<file path="src/rtl/trace_pkg.sv">
package trace_pkg;

  localparam logic [3:0] PST_NONE      = 4'h0;
  localparam logic [3:0] PST_SEQ       = 4'h1;
  localparam logic [3:0] PST_BRANCH    = 4'h5;
  localparam logic [3:0] PST_MARK_BASE = 4'h8;
  localparam logic [3:0] PST_EXC       = 4'hC;
  localparam logic [3:0] PST_EMU       = 4'hD;
  localparam logic [3:0] PST_STOP      = 4'hE;
  localparam logic [3:0] PST_HALT      = 4'hF;

  typedef struct packed {
    logic loadNew;   // active address <= targetAddr
    logic loadBuf;   // active address <= buffered address
    logic storeBuf;  // buffered address <= targetAddr
    logic shiftOut;  // emit low nibble of active address, shift right
  } dpCtrl_t;

  typedef enum logic [1:0] {
    ST_IDLE   = 2'd0,
    ST_MARK   = 2'd1,
    ST_STREAM = 2'd2
  } txState_t;

endpackage

</file>
<file path="src/rtl/trace_dp.sv">
module trace_dp
  import trace_pkg::*;
#(
  parameter int ADDR_W = 32
) (
  input  logic              clk,
  input  logic              rstN,
  input  dpCtrl_t           dpCtrl,
  input  logic [ADDR_W-1:0] targetAddr,
  output logic [3:0]        ddataOut
);

  logic [ADDR_W-1:0] actAddr;
  logic [ADDR_W-1:0] bufAddr;

  always_ff @(posedge clk) begin
    if (!rstN) begin
      actAddr  <= '0;
      bufAddr  <= '0;
      ddataOut <= '0;
    end else begin
      if (dpCtrl.loadNew)       actAddr <= targetAddr;
      else if (dpCtrl.loadBuf)  actAddr <= bufAddr;
      else if (dpCtrl.shiftOut) actAddr <= actAddr >> 4;

      if (dpCtrl.storeBuf) bufAddr <= targetAddr;

      ddataOut <= dpCtrl.shiftOut ? actAddr[3:0] : 4'h0;
    end
  end

  // the active register is never loaded from both sources in one cycle
  p_single_load_r8: assert property (@(posedge clk) disable iff (!rstN)
    !(dpCtrl.loadNew && dpCtrl.loadBuf));

endmodule

</file>
<file path="src/rtl/trace_ctl.sv">
module trace_ctl
  import trace_pkg::*;
#(
  parameter int MAX_NIB = 8,
  parameter int CNT_W   = $clog2(MAX_NIB + 1)
) (
  input  logic       clk,
  input  logic       rstN,
  input  logic       retireValid,
  input  logic       branchTaken,
  input  logic       variantAddr,
  input  logic [1:0] byteSel,
  input  logic       excActive,
  input  logic       emuActive,
  input  logic       stopActive,
  input  logic       haltActive,
  output dpCtrl_t    dpCtrl,
  output logic [3:0] pstOut,
  output logic       overflowFlag
);

  txState_t   state, stateN;
  logic [CNT_W-1:0] cnt, cntN;
  logic [1:0] actSel, actSelN, bufSel, bufSelN;
  logic       bufValid, bufValidN, ovN;
  logic [3:0] pstN;
  logic       capture, modeBusy, streamDone;

  function automatic logic [CNT_W-1:0] nibCount(input logic [1:0] sel);
    return CNT_W'(2 * (int'(sel) + 1));
  endfunction

  assign capture    = retireValid && branchTaken && variantAddr && (byteSel != 2'd0);
  assign modeBusy   = haltActive || stopActive || emuActive || excActive;
  assign streamDone = (state == ST_STREAM) && (cnt == CNT_W'(1));

  always_comb begin
    stateN    = state;
    cntN      = cnt;
    actSelN   = actSel;
    bufSelN   = bufSel;
    bufValidN = bufValid;
    ovN       = overflowFlag;
    dpCtrl    = '0;

    case (state)
      ST_IDLE: begin
        if (capture) begin
          dpCtrl.loadNew = 1'b1;
          actSelN        = byteSel;
          stateN         = ST_MARK;
        end
      end
      ST_MARK: begin
        if (!modeBusy) begin
          stateN = ST_STREAM;
          cntN   = nibCount(actSel);
        end
      end
      ST_STREAM: begin
        dpCtrl.shiftOut = 1'b1;
        cntN            = cnt - CNT_W'(1);
      end
      default: stateN = ST_IDLE;
    endcase

    if (state != ST_IDLE) begin
      if (streamDone) begin
        if (bufValid) begin
          dpCtrl.loadBuf = 1'b1;
          actSelN        = bufSel;
          stateN         = ST_MARK;
          bufValidN      = capture;
          if (capture) begin
            dpCtrl.storeBuf = 1'b1;
            bufSelN         = byteSel;
          end
        end else if (capture) begin
          dpCtrl.loadNew = 1'b1;
          actSelN        = byteSel;
          stateN         = ST_MARK;
        end else begin
          stateN = ST_IDLE;
        end
      end else if (capture) begin
        if (!bufValid) begin
          dpCtrl.storeBuf = 1'b1;
          bufValidN       = 1'b1;
          bufSelN         = byteSel;
        end else begin
          ovN = 1'b1;
        end
      end
    end
  end

  always_comb begin
    if (haltActive)                             pstN = PST_HALT;
    else if (stopActive)                        pstN = PST_STOP;
    else if (emuActive)                         pstN = PST_EMU;
    else if (excActive)                         pstN = PST_EXC;
    else if (state == ST_MARK)                  pstN = PST_MARK_BASE + {2'b00, actSel};
    else if (retireValid && branchTaken)        pstN = PST_BRANCH;
    else if (retireValid)                       pstN = PST_SEQ;
    else                                        pstN = PST_NONE;
  end

  always_ff @(posedge clk) begin
    if (!rstN) begin
      state        <= ST_IDLE;
      cnt          <= '0;
      actSel       <= '0;
      bufSel       <= '0;
      bufValid     <= 1'b0;
      overflowFlag <= 1'b0;
      pstOut       <= PST_NONE;
    end else begin
      state        <= stateN;
      cnt          <= cntN;
      actSel       <= actSelN;
      bufSel       <= bufSelN;
      bufValid     <= bufValidN;
      overflowFlag <= ovN;
      pstOut       <= pstN;
    end
  end

  // halt outranks every other source of status
  p_halt_wins_r3: assert property (@(posedge clk) disable iff (!rstN)
    haltActive |=> (pstOut == PST_HALT));

  // stop outranks everything except halt
  p_stop_next_r3: assert property (@(posedge clk) disable iff (!rstN)
    (stopActive && !haltActive) |=> (pstOut == PST_STOP));

  // a marker never shows on two cycles in a row
  p_marker_once_r5: assert property (@(posedge clk) disable iff (!rstN)
    (pstOut[3:2] == 2'b10 && pstOut[1:0] != 2'b00) |=>
    !(pstOut[3:2] == 2'b10 && pstOut[1:0] != 2'b00));

  // the nibble count stays inside the configured window
  p_cnt_bound_r6: assert property (@(posedge clk) disable iff (!rstN)
    (state == ST_STREAM) |-> (cnt >= CNT_W'(1) && cnt <= nibCount(actSel)));

  // overflow is sticky
  p_no_overflow_clear_r9: assert property (@(posedge clk) disable iff (!rstN)
    overflowFlag |=> overflowFlag);

  // a capture into a full buffer raises the flag
  p_drop_flags_r9: assert property (@(posedge clk) disable iff (!rstN)
    (state != ST_IDLE && bufValid && capture && !streamDone) |=> overflowFlag);

endmodule

</file>
<file path="src/rtl/trace_status_top.sv">
module trace_status_top
  import trace_pkg::*;
#(
  parameter int ADDR_W = 32
) (
  input  logic              clk,
  input  logic              rstN,
  input  logic              retireValid,
  input  logic              branchTaken,
  input  logic              variantAddr,
  input  logic [ADDR_W-1:0] targetAddr,
  input  logic [1:0]        byteSel,
  input  logic              excActive,
  input  logic              emuActive,
  input  logic              stopActive,
  input  logic              haltActive,
  output logic [3:0]        pstOut,
  output logic [3:0]        ddataOut,
  output logic              overflowFlag
);

  localparam int MAX_NIB = ADDR_W / 4;
  localparam int CNT_W   = $clog2(MAX_NIB + 1);

  dpCtrl_t dpCtrl;

  trace_ctl #(.MAX_NIB(MAX_NIB), .CNT_W(CNT_W)) u_ctl (
    .clk          (clk),
    .rstN         (rstN),
    .retireValid  (retireValid),
    .branchTaken  (branchTaken),
    .variantAddr  (variantAddr),
    .byteSel      (byteSel),
    .excActive    (excActive),
    .emuActive    (emuActive),
    .stopActive   (stopActive),
    .haltActive   (haltActive),
    .dpCtrl       (dpCtrl),
    .pstOut       (pstOut),
    .overflowFlag (overflowFlag)
  );

  trace_dp #(.ADDR_W(ADDR_W)) u_dp (
    .clk        (clk),
    .rstN       (rstN),
    .dpCtrl     (dpCtrl),
    .targetAddr (targetAddr),
    .ddataOut   (ddataOut)
  );

  // data is idle one cycle after a direct-branch status while no stream exists
  p_direct_quiet_r4: assert property (@(posedge clk) disable iff (!rstN)
    (u_ctl.state == ST_IDLE && !(retireValid && branchTaken && variantAddr))
    |=> (ddataOut == 4'h0));

endmodule

</file>
<file path="config.mk">
export PLATFORM = sky130hd
export DESIGN_NAME = trace_status_top
export DESIGN_NICKNAME = d
export VERILOG_FILES = /design/src/rtl/trace_pkg.sv /design/src/rtl/trace_dp.sv /design/src/rtl/trace_ctl.sv /design/src/rtl/trace_status_top.sv
export SDC_FILE = /design/constraint.sdc
export NUM_CORES = 1
export LEC_CHECK = 0
export CAP_MARGIN = 0
export CORE_UTILIZATION = 45
export CTS_BUF_LIST = sky130_fd_sc_hd__clkbuf_16
export DETAILED_ROUTE_END_ITERATION = 8
export PLACE_DENSITY = 0.76
export SLEW_MARGIN = 20
export SYNTH_ARGS = -nofsm -noshare
export SYNTH_HDL_FRONTEND = slang
export SYNTH_SLANG_ARGS = --single-unit
</file>
<file path="constraint.sdc">
create_clock -name clk -period 2.5 [get_ports clk]
set_clock_uncertainty 0.15 [all_clocks]
set_input_delay 0.5 -clock clk [delete_from_list [all_inputs] [get_ports clk]]
set_output_delay 0.5 -clock clk [all_outputs]
set_load 0.1 [all_outputs]
</file>
==> flow_metrics.py, run 1 <==
metrics = {
    "run_status": {
        "outcome": "completed",
    },
    "floorplanning": {
        "ioPinCount": 52,
        "core_um2": 8380,
        "die_area_um2": 9180,
        "dieWidth_um": 95.8,
        "initial_core_util_pct": 47.2,
        "die_h_um": 95.8,
        "row_count": 33,
    },
    "setup_path": {
        "start_kind": "flop",
        "crit_required_ps": 2600,
        "end_kind": "flop",
        "reg2reg_slack_ps": 80,
        "worstPathArrival_ps": 2510,
        "worstPathMaxFanout": 32,
        "worstSetupPathType": "flop to flop",
    },
    "synthesis": {
        "synth_edf_count": 0,
        "syn-num-nets": 519,
        "ys_warn_count": 0,
        "synth_area_leader_cell": "dfxtp_1",
        "syn_area_um2": 3960,
        "synth_flop_cell": "dfxtp_1",
        "synthDistinctLibCells": 39,
        "ys_seq_elements": 84,
        "synth_seq_area_share_pct": 42.5,
        "yosysTopAreaCellShare_pct": 42.5,
        "syn_avg_cell_area_um2": 8.37,
        "synthArstFlopShare_pct": 0,
        "synthTopCellsByArea": "dfxtp_1 42%, o31ai_1 11%, mux2i_1 8.8%, nand2_1 7.5%, or3_1 4.4%",
        "synth_cells": 473,
    },
    "cells_and_area": {
        "diodes": 0,
        "final_common_cell": "dfxtp_1",
        "n_fill_cell": 755,
        "fin_nets": 558,
        "most-common-layout-cells": "84 x dfxtp_1, 79 x nand2_1, 57 x o31ai_1, 41 x clkdlybuf4s50_1, 35 x mux2i_1",
        "drive_above_1_share_pct": 9.48,
        "syn2layout_area_growth_pct": 23.1,
    },
    "clock_tree": {
        "cts_tree": "yes",
        "clkSinkCount": 84,
        "hold_buffers": 0,
        "clk_latency_ps": 330,
        "cts_made_buffers": 9,
        "cts_buffer_depth": 2,
        "cts_root_buf": "clkbuf_16",
        "clk_pin_slew_ps": 60,
        "htreeDepth": 3,
    },
    "grt": {
        "grt_max_degree": 65,
        "grt_pass1_wl_um": 16100,
        "grtUsageTotal_pct": 22.3,
        "antenna_found_initial": 0,
        "grt_pass1_vias": 3380,
        "grt_overflow": 0,
    },
    "timing": {
        "period_minus_slack_ps": 2420,
        "fmax_mhz": 414,
        "slew_viol_final": 0,
        "fin_crit_sh_pct": 96.7,
        "finalHoldViolCount": 0,
        "fin_setup_tns_ps": 0,
        "setup_ws_ps": 82.9,
        "max_slew.worst_pin.slew_ps": 538,
        "finalSetupViolations": 0,
        "relSlewSlack_pct": 63.9,
    },
    "route": {
        "totalWireLength_um": 9820,
        "avgRoutedWirePerCell_um": 15.8,
        "via_per_inst": 5.92,
        "drtIter0Drc": 246,
        "post-route-drc-count": 0,
        "num_vias": 3680,
        "ant_nets": 0,
        "drt_first_pass_iters": 6,
    },
    "placed_design": {
        "place.gp.congestion": 0.775,
        "preCtsSetupSlack_ps": 82.7,
        "io_buffers": 51,
        "hpwl_um": 6140,
    },
    "power": {
        "ir_worst_vdd_mv": 0.421,
        "p_leak_nw": 1.75,
        "power_density_nw_per_um2": 582,
    },
    "flow_run": {
        "cap_violations": 0,
    },
    "min_path": {
        "hold_path_class": "flop to flop",
    },
}
## cells in the mapped netlist, types with 2 or more instances
library cell and count:
a21bo_2 2, a21o_1 2, a21oi_1 14, a221o_1 2
a221oi_1 2, a31oi_1 6, and3_1 5, buf_2 8
clkbuf_1 36, dfxtp_1 84, ha_1 3, inv_1 3
mux2i_1 35, nand2_1 79, nand2b_1 2, nand3_1 31
nand3b_1 5, nand4_1 2, nor2_1 13, nor2b_1 2
nor3_1 3, o21ai_0 33, o21ai_1 2, o31ai_1 57
or3_1 28
## power by group
part | switching [mW] | leakage [nW] | internal, mW
logic | 0.149 | 0.948 | 0.119
clock network | 0.525 | 0.125 | 0.657
registers | 0.0191 | 0.680 | 1.37
total | 0.692 | 1.75 | 2.14
## flip-flops by register name, summed over array words and instances (netlist names)
register	cells
u_dp.actAddr	32
u_dp.bufAddr	32
u_ctl.cnt	4
u_ctl.pstOut	4
u_dp.ddataOut	4
u_ctl.actSel	2
u_ctl.bufSel	2
u_ctl.state	2
u_ctl.bufValid	1
u_ctl.overflowFlag	1
## layout make-up
type	count	area, um2	area share, %
Inverter	4	15.0	0.308
Tap cell	105	131	2.70
Multi-Input combinational cell	340	2090	42.9
Clock inverter	7	35.0	0.719
Clock buffer	9	225	4.62
Timing Repair Buffer	73	697	14.3
Sequential cell	84	1680	34.5
## path summary, 6_finish.rpt
check                   startpoint                to  cells past startpoint
setup / recovery      u_ctl.cnt[0]   u_dp.actAddr[0]                      7
hold / removal    u_dp.bufAddr[20]  u_dp.bufAddr[20]                      2
hold reg to reg   u_dp.bufAddr[20]  u_dp.bufAddr[20]                      2
setup reg to reg      u_ctl.cnt[0]   u_dp.actAddr[0]                      7
## what timing repair did
item / 4_1_cts / 5_1_grt
resized for setup: 0 / 1
setup buffers: 0 / 1
endpoints found under the setup margin: 0 / 4
## kinds of logic after synthesis
kind of cell	count (synthesis)	share of synthesized area [%]
buf+inv	49	4.90
flops	84	42.5
fa+ha+maj	3	0.948
mux	35	8.85
simple gates	175	21.1
compound gates	127	21.7
## metrics by stage
stage	util [%]	cells	hold slack (ps)	power, mW	cell area, um2
after floorplan	-	473	280	1.55	3960
after global placement	54.8	604	288	1.67	4590
after detailed placement	54.8	604	297	1.68	4590
after CTS	57.9	620	307	2.84	4850
after global routing	58.2	622	327	2.94	4870
final	58.2	622	303	2.84	4870
## metal layers
metal	up-vias	global-route usage [%]	wire length [um]	part of all wire, %
met4	0	5.72	101	1.0
met3	11	4.27	515	5.2
met5	-	0	0	0
met1	1743	30.5	4540	46
li1	1798	-	-	-
met2	128	36.0	4670	48
## worst max-delay path, stage by stage, from the launching register on
cell,delay (ps)
dfxtp_1,400
ha_1,210
or4b_1,540
a2111oi_4,400
buf_4,200
buf_6,250
nand3_1,110
o31ai_1,70
Power figures use the tool's default switching activity.
==> run 2, diff against run 1 <==
--- a/config.mk
+++ b/config.mk
@@ -7,7 +7,7 @@
 export LEC_CHECK = 0
 export CAP_MARGIN = 0
 export CORE_UTILIZATION = 45
-export CTS_BUF_LIST = sky130_fd_sc_hd__clkbuf_16
+export CTS_BUF_LIST = sky130_fd_sc_hd__clkbuf_8 sky130_fd_sc_hd__clkbuf_16
 export DETAILED_ROUTE_END_ITERATION = 8
 export PLACE_DENSITY = 0.76
 export SLEW_MARGIN = 20
==> run 2 against run 1 <==
  * Final cell count is the same
  * Core utilization is 0.85 points lower
  * Routed wire length shrank 0.72%
  * Total power is 9.0% lower
  * Largest power group unchanged
  * Highest routed layer unchanged
==> flow_metrics.py, run 2 (synthesized netlist as in run 1, its figures left out) <==
metrics = {
    "grt": {
        "grtUsageTotal_pct": 22.1,
        "antenna_found_initial": 0,
        "grt_overflow": 0,
        "use_met3_pct": 4.50,
        "use_met2_pct": 35.7,
        "grt_pass1_wl_um": 15900,
        "grt_max_degree": 65,
        "grt_pass1_vias": 3366,
        "grt-busiest-layer": "met2",
        "use_met1_pct": 30.0,
    },
    "cells_and_area": {
        "drive_above_1_share_pct": 10.1,
        "stdcell_area_um2": 4800,
        "n_fill_cell": 769,
        "final_common_cell": "dfxtp_1",
        "fin_nets": 558,
        "diodes": 0,
        "most-common-layout-cells": "84 x dfxtp_1, 79 x nand2_1, 57 x o31ai_1, 41 x clkdlybuf4s50_1, 35 x mux2i_1",
        "reg_top3": "u_dp.actAddr: 32 flops, u_dp.bufAddr: 32 flops",
        "final_cells": 622,
        "syn2layout_area_growth_pct": 21.3,
    },
    "floorplanning": {
        "die_area_um2": 9180,
        "ioPinCount": 52,
        "row_count": 33,
        "initial_core_util_pct": 47.2,
        "die_h_um": 95.8,
        "core_um2": 8380,
        "dieWidth_um": 95.8,
    },
    "power": {
        "power_frac_seq_pct": 53.6,
        "p_sw_share_pct": 25.5,
        "power_density_nw_per_um2": 537,
        "combPwrFrac_pct": 10.3,
        "power_switching_mw": 0.659,
        "p_int_mw": 1.92,
        "ir_worst_vdd_mv": 0.384,
        "p_leak_nw": 1.72,
        "p_clk_share_pct": 36.0,
    },
    "setup_path": {
        "ff2ff_path_depth": 7,
        "crit_chain": "ha_1 > or4b_1 > a2111oi_4 > buf_4 > buf_6 > nand3_1 > o31ai_1",
        "worstSetupPathType": "flop to flop",
        "slowest_stage": "or4b_1",
        "worstPathMaxFanout": 32,
        "cpPeakStageDelay_ps": 530,
        "end_kind": "flop",
        "reg2reg_slack_ps": 90,
        "r2r_start": "u_ctl.cnt[0]",
        "worstPathArrival_ps": 2540,
        "crit_required_ps": 2630,
        "rr_endpoint": "u_dp.actAddr[0]",
        "start_kind": "flop",
        "critPathLaunch": "u_ctl.cnt[0]",
    },
    "timing": {
        "fmax_mhz": 415,
        "finalHoldViolCount": 0,
        "period_minus_slack_ps": 2410,
        "fin_crit_sh_pct": 96.5,
        "finalSetupViolations": 0,
        "rsz0062_at_grt": "false",
        "fin_setup_tns_ps": 0,
        "max_slew.worst_pin.slew_ps": 533,
        "relSlewSlack_pct": 64.2,
        "slew_viol_final": 0,
        "setup_ws_ps": 87.5,
    },
    "placed_design": {
        "hpwl_um": 6140,
        "placed_cell_area_um2": 4590,
        "io_buffers": 51,
        "place_inst": 604,
        "preCtsSetupSlack_ps": 82.7,
        "place.gp.congestion": 0.775,
    },
    "route": {
        "avgRoutedWirePerCell_um": 15.7,
        "via_per_inst": 5.88,
        "drt_first_pass_iters": 5,
        "num_vias": 3656,
        "post-route-drc-count": 0,
        "totalWireLength_um": 9750,
        "drtIter0Drc": 243,
        "ant_nets": 0,
    },
    "clock_tree": {
        "clk_pin_slew_ps": 80,
        "htreeDepth": 3,
        "cts_root_buf": "clkbuf_8",
        "clk_latency_ps": 360,
        "cts_buffer_depth": 2,
        "cts_made_buffers": 9,
        "cts_tree": "yes",
        "clkSinkCount": 84,
    },
    "min_path": {
        "hold_path_class": "flop to flop",
        "hold_end": "u_dp.bufAddr[20]",
        "whs_path_depth": 2,
        "min-delay-start": "u_dp.bufAddr[20]",
    },
    "run_status": {
        "outcome": "completed",
    },
    "flow_run": {
        "cap_violations": 0,
    },
}
[run 2: cell type report]
type | count | area (um2) | share of cell area, %
Clock buffer | 12 | 165 | 3.44
Clock inverter | 4 | 23.8 | 0.495
Inverter | 4 | 15.0 | 0.313
Multi-Input combinational cell | 340 | 2090 | 43.5
Sequential cell | 84 | 1680 | 35.0
Tap cell | 105 | 131 | 2.74
Timing Repair Buffer | 73 | 697 | 14.5
[run 2: power groups by stage]
stage / Combinational, mW / Clock [mW] / Sequential, mW
6_report: 0.267 / 0.930 / 1.38
5_1_grt: 0.289 / 0.995 / 1.39
4_1_cts: 0.262 / 0.944 / 1.38
3_5_place_dp: 0.261 / 0 / 1.42
3_3_place_gp: 0.257 / 0 / 1.42
2_1_floorplan: 0.112 / 0 / 1.44
[run 2: timing repair]
action                     CTS  global route
hold buffers                 0             0
gates resized for setup      0             1
buffers inserted             0             1
setup endpoints to repair    0             4
[run 2: how the worst max path moves through the flow]
| stage | to | depth (start not counted) |
|---|---|---|
| floorplan | u_dp.actAddr[0] | 5 |
| global placement | u_dp.actAddr[30] | 6 |
| detailed placement | u_dp.actAddr[30] | 6 |
| CTS | u_dp.actAddr[30] | 6 |
| global route | u_dp.actAddr[23] | 7 |
| finish | u_dp.actAddr[0] | 7 |
[run 2: metrics by stage]
stage	util [%]	power (mW)	hold slack [ps]
after floorplan	-	1.55	280
after global placement	54.8	1.67	288
after detailed placement	54.8	1.68	297
after CTS	57.0	2.59	310
after global routing	57.3	2.67	331
final	57.3	2.58	307
[run 2: metal layers]
metal | wire [um] | vias to the layer above
li1 | - | 1792
met1 | 4530 | 1741
met2 | 4570 | 112
met3 | 541 | 11
met4 | 108 | 0
met5 | 0 | -
[run 2: critical path: cells and delay by family (launching register included)]
family	cells	cell delay, ps
DFF	1	410
AOI/OAI and AO/OA	2	470
buffers and inverters	2	440
adders and majority gates	1	210
and+or+nand+nor	2	650
